===== config.mk =====
export PLATFORM = sky130hd
export DESIGN_NAME = osc_steer_filter
export DESIGN_NICKNAME = d
export VERILOG_FILES = /design/src/rtl/steer_pkg.sv /design/src/rtl/steer_err_sel.sv /design/src/rtl/steer_integ.sv /design/src/rtl/steer_out.sv /design/src/rtl/osc_steer_filter.sv
export SDC_FILE = /design/constraint.sdc
export NUM_CORES = 1
export LEC_CHECK = 0
export BUFFER_PORTS_ARGS = -buffer_cell sky130_fd_sc_hd__buf_4
export CAP_MARGIN = 20
export CORE_ASPECT_RATIO = 2
export CORE_UTILIZATION = 67
export DETAILED_ROUTE_END_ITERATION = 10
export PLACE_DENSITY = 0.84
export SLEW_MARGIN = 40
export SYNTH_ARGS = -nofsm -noshare
export SYNTH_HDL_FRONTEND = slang
export SYNTH_SLANG_ARGS = --single-unit

===== constraint.sdc =====
create_clock -name clk -period 20.2 [get_ports clk]
set_input_delay 0 -clock clk [delete_from_list [all_inputs] [get_ports clk]]
set_output_delay 0 -clock clk [all_outputs]
set_load 0.01 [all_outputs]

===== src/rtl/steer_pkg.sv =====
// Package: shared types for the oscillator steering filter.
// Assumes: mode codes 2 and 3 both select the raw-bias source.
package steer_pkg;

    typedef enum logic [1:0] {
        SRC_DBIAS = 2'd0,
        SRC_RAMP  = 2'd1,
        SRC_BIAS  = 2'd2
    } err_src_e;

    // Map the external mode code onto an error source.
    function automatic err_src_e decode_mode(input logic [1:0] m);
        case (m)
            2'd0:    return SRC_DBIAS;
            2'd1:    return SRC_RAMP;
            default: return SRC_BIAS;
        endcase
    endfunction

endpackage


===== src/rtl/steer_err_sel.sv =====
// Module: steer_err_sel
// Selects the loop error by mode and forms the derivative difference.
// Registers the epoch (error, derivative, hold) into a single stage.
// Assumes: epoch_valid is a one-cycle pulse; the histories advance on
// every epoch, held or not.
module steer_err_sel
    import steer_pkg::*;
#(
    parameter int EW       = 16,
    parameter bit DERIV_EN = 1'b1
) (
    input  logic                 clk,
    input  logic                 rst_n,
    input  logic                 epoch_valid,
    input  logic [1:0]           mode,
    input  logic signed [EW-1:0] bias,
    input  logic signed [EW-1:0] setpoint,
    input  logic                 hold,
    output logic                 stg_valid,
    output logic                 stg_hold,
    output logic signed [EW:0]   stg_err,
    output logic signed [EW+1:0] stg_der
);
    localparam int XW = EW + 1;
    localparam int DW = EW + 2;

    err_src_e            src;
    logic signed [XW-1:0] bias_x, sp_x, prev_x, err_now;
    logic signed [DW-1:0] der_now;
    logic signed [EW-1:0] prev_bias;
    logic                 pb_valid;

    assign src    = decode_mode(mode);
    assign bias_x = $signed({bias[EW-1], bias});
    assign sp_x   = $signed({setpoint[EW-1], setpoint});
    assign prev_x = $signed({prev_bias[EW-1], prev_bias});

    // Pick the error term for the selected source.
    always_comb begin
        case (src)
            SRC_DBIAS: err_now = pb_valid ? (bias_x - prev_x) : '0;
            SRC_RAMP:  err_now = bias_x - sp_x;
            default:   err_now = bias_x;
        endcase
    end

    // Keep the previous epoch's bias for the bias-change source.
    always_ff @(posedge clk) begin
        if (!rst_n) begin
            prev_bias <= '0;
            pb_valid  <= 1'b0;
        end else if (epoch_valid) begin
            prev_bias <= bias;
            pb_valid  <= 1'b1;
        end
    end

    generate
        if (DERIV_EN) begin : g_der
            logic signed [XW-1:0] e_hist;
            logic                 eh_valid;
            err_src_e             last_src;

            // Difference against the last error, only within one source.
            always_comb begin
                if (eh_valid && (src == last_src))
                    der_now = $signed({err_now[XW-1], err_now}) - $signed({e_hist[XW-1], e_hist});
                else
                    der_now = '0;
            end

            // Derivative history; a source change restarts it.
            always_ff @(posedge clk) begin
                if (!rst_n) begin
                    e_hist   <= '0;
                    eh_valid <= 1'b0;
                    last_src <= SRC_BIAS;
                end else if (epoch_valid) begin
                    e_hist   <= err_now;
                    eh_valid <= 1'b1;
                    last_src <= src;
                end
            end


            der_reset_on_switch_chk: assert property (@(posedge clk) disable iff (!rst_n)
                epoch_valid && (src != last_src) |=> stg_der == '0);
        end else begin : g_noder
            assign der_now = '0;
        end
    endgenerate

    // Stage register carrying one epoch to the integrator and output.
    always_ff @(posedge clk) begin
        if (!rst_n) begin
            stg_valid <= 1'b0;
            stg_hold  <= 1'b0;
            stg_err   <= '0;
            stg_der   <= '0;
        end else begin
            stg_valid <= epoch_valid;
            if (epoch_valid) begin
                stg_hold <= hold;
                stg_err  <= err_now;
                stg_der  <= der_now;
            end
        end
    end


    first_dbias_zero_chk: assert property (@(posedge clk) disable iff (!rst_n)
        epoch_valid && !pb_valid && (mode == 2'd0) |=> stg_err == '0);

endmodule


===== src/rtl/steer_integ.sv =====
// Module: steer_integ
// Saturating integral accumulator of KI*error.
// Assumes: ACC_W is wide enough to hold KI*error plus INT_LIM with margin.
// The next value is exported so the output uses this epoch's update.
module steer_integ #(
    parameter int EW      = 16,
    parameter int ACC_W   = 32,
    parameter int KI      = 4,
    parameter int INT_LIM = 1 << 24
) (
    input  logic                    clk,
    input  logic                    rst_n,
    input  logic                    stg_valid,
    input  logic                    stg_hold,
    input  logic signed [EW:0]      stg_err,
    output logic signed [ACC_W-1:0] acc,
    output logic signed [ACC_W-1:0] acc_next
);
    localparam int PW = ACC_W + 1;
    localparam logic signed [PW-1:0] KI_P  = PW'(KI);
    localparam logic signed [PW-1:0] LIM_P = PW'(INT_LIM);

    logic signed [PW-1:0] ki_term, sum_w, sat_w;

    // Add the scaled error and saturate at the limits.
    always_comb begin
        ki_term = PW'(stg_err) * KI_P;
        sum_w   = PW'(acc) + ki_term;
        if (sum_w > LIM_P)
            sat_w = LIM_P;
        else if (sum_w < -LIM_P)
            sat_w = -LIM_P;
        else
            sat_w = sum_w;
        acc_next = ACC_W'(sat_w);
    end

    // Commit only on epochs that are not held.
    always_ff @(posedge clk) begin
        if (!rst_n)
            acc <= '0;
        else if (stg_valid && !stg_hold)
            acc <= acc_next;
    end


    integ_bound_chk: assert property (@(posedge clk) disable iff (!rst_n)
        (PW'(acc) <= LIM_P) && (PW'(acc) >= -LIM_P));


    integ_hold_chk: assert property (@(posedge clk) disable iff (!rst_n)
        stg_valid && stg_hold |=> $stable(acc));

endmodule


===== src/rtl/steer_out.sv =====
// Module: steer_out
// Sums the P, I and D terms, negates, scales, clamps and registers
// the control word, with a strobe.
// Assumes: the inputs are valid in the cycle stg_valid is high.
module steer_out #(
    parameter int EW        = 16,
    parameter int ACC_W     = 32,
    parameter int CW        = 16,
    parameter int KP        = 64,
    parameter int KD        = 32,
    parameter int OUT_SHIFT = 4
) (
    input  logic                    clk,
    input  logic                    rst_n,
    input  logic                    stg_valid,
    input  logic                    stg_hold,
    input  logic signed [EW:0]      stg_err,
    input  logic signed [EW+1:0]    stg_der,
    input  logic signed [ACC_W-1:0] acc_next,
    output logic signed [CW-1:0]    ctrl_word,
    output logic                    ctrl_strobe
);
    localparam int SW = ACC_W + 2;
    localparam logic signed [SW-1:0] KP_S    = SW'(KP);
    localparam logic signed [SW-1:0] KD_S    = SW'(KD);
    localparam logic signed [SW-1:0] OUT_MAX = SW'((2 ** (CW - 1)) - 1);
    localparam logic signed [SW-1:0] OUT_MIN = -OUT_MAX - SW'(1);

    logic signed [SW-1:0] p_term, d_term, total, steer, scaled, clamped;

    // Form the steering value; positive error lowers the word.
    always_comb begin
        p_term = SW'(stg_err) * KP_S;
        d_term = SW'(stg_der) * KD_S;
        total  = p_term + SW'(acc_next) + d_term;
        steer  = -total;
        scaled = steer >>> OUT_SHIFT;
        if (scaled > OUT_MAX)
            clamped = OUT_MAX;
        else if (scaled < OUT_MIN)
            clamped = OUT_MIN;
        else
            clamped = scaled;
    end

    // Output register and update strobe.
    always_ff @(posedge clk) begin
        if (!rst_n) begin
            ctrl_word   <= '0;
            ctrl_strobe <= 1'b0;
        end else begin
            ctrl_strobe <= stg_valid;
            if (stg_valid && !stg_hold)
                ctrl_word <= CW'(clamped);
        end
    end


    out_hold_chk: assert property (@(posedge clk) disable iff (!rst_n)
        stg_valid && stg_hold |=> $stable(ctrl_word));


    out_quiet_chk: assert property (@(posedge clk) disable iff (!rst_n)
        !stg_valid |=> $stable(ctrl_word) && !ctrl_strobe);

endmodule


===== src/rtl/osc_steer_filter.sv =====
// Module: osc_steer_filter (top)
// Per-epoch PI or PID loop filter that steers an oscillator control word.
// Assumes: epoch_valid pulses for one cycle per measurement; gains are
// non-negative and the widths are large enough to hold their products.
module osc_steer_filter #(
    parameter int EW        = 16,
    parameter int CW        = 16,
    parameter int ACC_W     = 32,
    parameter int KP        = 64,
    parameter int KI        = 4,
    parameter int KD        = 32,
    parameter int INT_LIM   = 1 << 24,
    parameter int OUT_SHIFT = 4,
    parameter bit DERIV_EN  = 1'b1
) (
    input  logic                 clk,
    input  logic                 rst_n,
    input  logic                 epoch_valid,
    input  logic [1:0]           mode,
    input  logic signed [EW-1:0] bias,
    input  logic signed [EW-1:0] setpoint,
    input  logic                 hold,
    output logic signed [CW-1:0] ctrl_word,
    output logic                 ctrl_strobe
);
    logic                    stg_valid, stg_hold;
    logic signed [EW:0]      stg_err;
    logic signed [EW+1:0]    stg_der;
    logic signed [ACC_W-1:0] acc, acc_next;

    steer_err_sel #(.EW(EW), .DERIV_EN(DERIV_EN)) u_err (
        .clk(clk), .rst_n(rst_n), .epoch_valid(epoch_valid), .mode(mode),
        .bias(bias), .setpoint(setpoint), .hold(hold),
        .stg_valid(stg_valid), .stg_hold(stg_hold),
        .stg_err(stg_err), .stg_der(stg_der)
    );

    steer_integ #(.EW(EW), .ACC_W(ACC_W), .KI(KI), .INT_LIM(INT_LIM)) u_int (
        .clk(clk), .rst_n(rst_n), .stg_valid(stg_valid), .stg_hold(stg_hold),
        .stg_err(stg_err), .acc(acc), .acc_next(acc_next)
    );

    steer_out #(.EW(EW), .ACC_W(ACC_W), .CW(CW), .KP(KP), .KD(KD),
                .OUT_SHIFT(OUT_SHIFT)) u_out (
        .clk(clk), .rst_n(rst_n), .stg_valid(stg_valid), .stg_hold(stg_hold),
        .stg_err(stg_err), .stg_der(stg_der), .acc_next(acc_next),
        .ctrl_word(ctrl_word), .ctrl_strobe(ctrl_strobe)
    );


    epoch_strobe_chk: assert property (@(posedge clk) disable iff (!rst_n)
        epoch_valid |=> ##1 ctrl_strobe);


    strobe_source_chk: assert property (@(posedge clk) disable iff (!rst_n)
        ctrl_strobe |-> $past(epoch_valid, 2));


    reset_out_chk: assert property (@(posedge clk)
        !rst_n |=> (ctrl_word == '0) && !ctrl_strobe);

endmodule


==> results.env <==
INITIAL_UTILIZATION=0.688
POSTSYNTHNETCOUNT=1698
DPL_CELL_AREA_UM2=12000
UTILIZATION=0.746
POST_SYNTH_AND_OR_NAND_NOR_AREA_FRACTION=0.195
DIE_HEIGHT_UM=188
MET3_USAGE=0.0746
CRIT_BUF_INV=1
LAYOUT_AREA_GROWTH_OVER_SYNTHESIS_PCT=8.45
CLOCK-SKEW-FINAL_PS=9.99
FINAL_LAYOUT_SIZE_SUFFIX_GT1_FRAC=0.0864
POST_CTS_RESIZED=0
NETLIST_AREA_UM2=11500
PERIOD_NEEDED_PS=8710
GLOBAL_ROUTE_HOTTEST_LAYER='met2'
GRT_MAX_DEGREE=74
SYNTH_TOP_FAMILY_BY_AREA='compound AO/OA/AOI/OAI gates'
DETAIL_ROUTE.ITER0.VIOLATIONS=474
REPORT.FINAL.SLEW_VIOL_COUNT=0
PLACE.PORT_BUFFERS=54
AVGSYNTHCELLAREA_UM2=7.73
SYNTH-ASYNC-RESET-RATIO=0
FINAL.PERIOD_UTILIZATION=0.431
SINKS_ON_THE_CLOCK_NET=105
DIE-WIDTH_UM=94.8
FINALPOWER_W=0.00105
FINISH.INSTANCE_AREA_UM2=12500
ROUTE.DETAILED.WL_PER_INST_UM=19.1
CPMAXSTAGEDELAYCELL='sky130_fd_sc_hd__o31ai_4'
DRT_FIRST_PASS_ITERS=5
HPWL_UM=26100
HOLD_CLASS='in -> reg'
FILLER_CELL_COUNT=1353
GRT.MET2_USAGE=0.686
NUM_VIAS=11200
FIN_SETUP_TNS_PS=0
GRT_PASS1_VIAS=11400
VIAS_PER_CELL=6.47
GRT_FIRST_PASS_WIRELENGTH_UM=53300
GRTUSAGETOTAL=0.384
CTS.CLK_SLEW.WORST_PATHS_PS=80
WORST_SETUP_END_KIND='flip-flop'
DOMINANTREGCELLSYNTH='sky130_fd_sc_hd__dfxtp_1'
STARTPOINT_TYPE='flip-flop'
MAX_SLEW_MARGIN=0.470
WORST-ENDPOINT-REQUIRED_PS=20500
SYNTH.YOSYS.SEQ_AREA_SHARE=0.182
SYNTH.AREA.TOP_CELLS='sky130_fd_sc_hd__dfxtp_1 18%, sky130_fd_sc_hd__ha_1 15%, sky130_fd_sc_hd__nor2_1 6.3%'
TIMING.CRITICAL_PATH.FANOUT_MAX=23
SYNTH.DISTINCT_CELLS=88
CLOCKROOTBUFFER='sky130_fd_sc_hd__clkbuf_16'
GRT_ANTENNA_BEFORE_REPAIR=0
CLOCK_INSERTION_DELAY_WORST_SKEW_PS=370
SYNTH_SEQ_CELLS=105
POWER.IR.VDD_WORST_mV=0.0464
CAP_VIOL_MAX_COUNT=0
DIE_AREA_UM2=17800
SYNTH_AREA_LEADER_CELL='sky130_fd_sc_hd__dfxtp_1'
TIMING.CRITICAL_PATH.MODE_CELL='sky130_fd_sc_hd__a21oi_1'
P_LEAK_nW=5.33
GRT.MET1_USAGE=0.355
SYNTH_ADDER_AREA_SHARE=0.202
CTS_TREE='built'
WEIGHTED_CONGESTION_REPORTED_AT_THE_END_OF_ROUTABILITY_DRIVEN_PLACEMENT=0.994
CP.ARRIVAL_PS=9010
NUMCTSBUFFERS=9
DESIGN.PORTCOUNT=55
MUX_SHARE_OF_POST_SYNTHESIS_CELL_AREA=0.0401
REPORT.FINAL.HOLD_VIOL_COUNT=0
FLOORPLAN.CORE_AREA_UM2=16800
TIMING.SETUP.CRITICAL_PATH_CLASS='reg -> reg'
CTS_HTREE_LEVELS=3
FINAL_ANTENNA_NET_COUNT=0
SYN_INST=1492
RSZ0062_AT_GRT='false'
WORST_PATH_LARGEST_CELL_DELAY_PS=730
GRT.OVERFLOW.TOTAL=0
SYNTH_COMPOUND_GATE_AREA_SHARE=0.270
FMAX_MHz=115
YOSYSWARNINGS=0
CRITPATHTOPFAMILY='compound AO/OA/AOI/OAI gates'
AREA_FRACTION_OF_THE_DOMINANT_CELL_TYPE_AFTER_SYNTHESIS=0.182
DESIGN.FINAL.NETS=1728
SYNTHXORXNORAREAFRAC=0.0432
STATUS='complete, no violations'
SETUP_VIOL_COUNT_FINAL=0
DRT_WL_TOTAL_UM=33200
SYNTH_EDF_COUNT=0
POWER.DENSITY_nW_PER_UM2=84.2
STD_CELL_ROWS=67
WORST-SLEW-PIN-TRANSITION_PS=790
CTSLONGESTPATHBUFFERS=2
DRT_DRC_VIOLATIONS_LEFT=0
-- routing by layer --
layer  part of all wire  vias up
met5                  0        -
met4              0.092        0
met3              0.047      167
met2               0.51      376
met1               0.35     5285
li1                   -     5394
-- worst reg2reg max path: cells and delay by family (launching register included) --
kind / cells / cell delay, ps
simple gates: 8 / 1940
fa+ha+maj: 4 / 1500
compound gates: 16 / 4380
mux: 1 / 270
buf+inv: 1 / 250
flops: 1 / 330
-- worst paths after layout --
| path | start | endpoint | slack (ps) | cells past startpoint |
|---|---|---|---|---|
| setup / recovery | u_err.g_der.e_hist[4]$_SDFFE_PN0P_ | u_out.ctrl_word[12]$_SDFFE_PN0P_ | 11490 | 30 |
| hold / removal | mode[1] | u_err.g_der.last_src[1]$_SDFFE_PN1P_ | 150 | 3 |
| setup reg to reg | u_err.g_der.e_hist[4]$_SDFFE_PN0P_ | u_out.ctrl_word[12]$_SDFFE_PN0P_ | 11490 | 30 |
| hold reg to reg | u_int.acc[1]$_SDFFE_PN0P_ | u_int.acc[1]$_SDFFE_PN0P_ | 430 | 2 |
-- final cells by class --
| class | count | area (µm²) | share of cell area |
|---|---|---|---|
| Multi-Input combinational cell | 1183 | 8660 | 0.692 |
| Sequential cell | 105 | 2100 | 0.168 |
| Timing Repair Buffer | 78 | 634 | 0.0507 |
| Inverter | 145 | 544 | 0.0435 |
| Tap cell | 207 | 259 | 0.0207 |
| Clock buffer | 9 | 225 | 0.0180 |
| Clock inverter | 7 | 87.6 | 0.00700 |
| Antenna cell | 1 | 2.50 | 0.000200 |
-- layout by cell type (no fill, tap or decap), types with 20 or more instances in the layout --
| cell type | count |
|---|---|
| sky130_fd_sc_hd__nand3_1 | 24 |
| sky130_fd_sc_hd__and3_1 | 21 |
| sky130_fd_sc_hd__buf_4 | 59 |
| sky130_fd_sc_hd__fa_1 | 30 |
| sky130_fd_sc_hd__nor2_1 | 195 |
| sky130_fd_sc_hd__a21oi_1 | 133 |
| sky130_fd_sc_hd__nand2_1 | 85 |
| sky130_fd_sc_hd__mux2i_1 | 44 |
| sky130_fd_sc_hd__xnor2_1 | 30 |
| sky130_fd_sc_hd__dfxtp_1 | 105 |
| sky130_fd_sc_hd__inv_1 | 143 |
| sky130_fd_sc_hd__nand2b_1 | 20 |
| sky130_fd_sc_hd__o21bai_1 | 20 |
| sky130_fd_sc_hd__nor2b_1 | 21 |
| sky130_fd_sc_hd__xor2_1 | 25 |
| sky130_fd_sc_hd__ha_1 | 138 |
| sky130_fd_sc_hd__o21ai_0 | 91 |
| sky130_fd_sc_hd__a21o_1 | 25 |
-- per-stage QoR --
step	instances	hold WS [ps]	setup slack (ps)
2_1_floorplan	1492	147	12400
3_3_place_gp	1700	242	11800
3_5_place_dp	1700	251	11700
4_1_cts	1734	135	11620
5_1_grt	1734	160	10710
6_report	1735	151	11490
-- cell usage after synthesis (9+ instances only) --
cell type                   count
sky130_fd_sc_hd__nor2_1       195
sky130_fd_sc_hd__inv_1        144
sky130_fd_sc_hd__ha_1         138
sky130_fd_sc_hd__a21oi_1      133
sky130_fd_sc_hd__dfxtp_1      105
sky130_fd_sc_hd__o21ai_0       91
sky130_fd_sc_hd__nand2_1       85
sky130_fd_sc_hd__clkbuf_1      48
sky130_fd_sc_hd__mux2i_1       44
sky130_fd_sc_hd__fa_1          30
sky130_fd_sc_hd__xnor2_1       30
sky130_fd_sc_hd__a21o_1        25
sky130_fd_sc_hd__xor2_1        25
sky130_fd_sc_hd__nand3_1       24
sky130_fd_sc_hd__nor2b_1       23
sky130_fd_sc_hd__and3_1        21
sky130_fd_sc_hd__nand2b_1      20
sky130_fd_sc_hd__o21bai_1      20
sky130_fd_sc_hd__o21a_1        18
sky130_fd_sc_hd__a221oi_1      16
sky130_fd_sc_hd__a211oi_1      14
sky130_fd_sc_hd__nor3_1        13
sky130_fd_sc_hd__a21boi_0      12
sky130_fd_sc_hd__and2_1        11
sky130_fd_sc_hd__nand4_1       11
sky130_fd_sc_hd__o31ai_1       11
sky130_fd_sc_hd__o32a_1        11
sky130_fd_sc_hd__o2bb2ai_2     10
sky130_fd_sc_hd__or3_1          9
-- flip-flops by register name (all words and copies together) (netlist names) --
| name | flops |
|---|---|
| u_out.ctrl_strobe | 1 |
| u_err.g_der.last_src | 2 |
| u_err.prev_bias | 16 |
| u_err.stg_der | 18 |
| u_err.stg_hold | 1 |
| u_out.ctrl_word | 16 |
| u_int.acc | 32 |
| u_err.stg_valid | 1 |
| u_err.g_der.eh_valid | 1 |
| u_err.g_der.e_hist | 17 |
-- where the power goes --
group	internal, W	switching (W)
sequential	0.000225	0.0000116
combinational	0.000255	0.000369
clock	0.0000991	0.0000948
-- repair_timing --
action                                  4_1_cts  5_1_grt
buffers inserted                              0        0
hold buffers                                 18        0
hold endpoints to repair                     18        0
endpoints found under the setup margin        0        0
-- kinds of logic (layout without fill, tap and decap cells) --
logic type | count (synthesis) | in the layout
other | 0 | 1
xor gates and xnor gates | 56 | 56
adders and majority gates | 168 | 168
muxes | 46 | 46
AOI/OAI and AO/OA | 453 | 453
and+or+nand+nor | 460 | 460
DFF | 105 | 105
buffers and inverters | 204 | 239
Note: power is estimated with default switching activity, not from simulation.
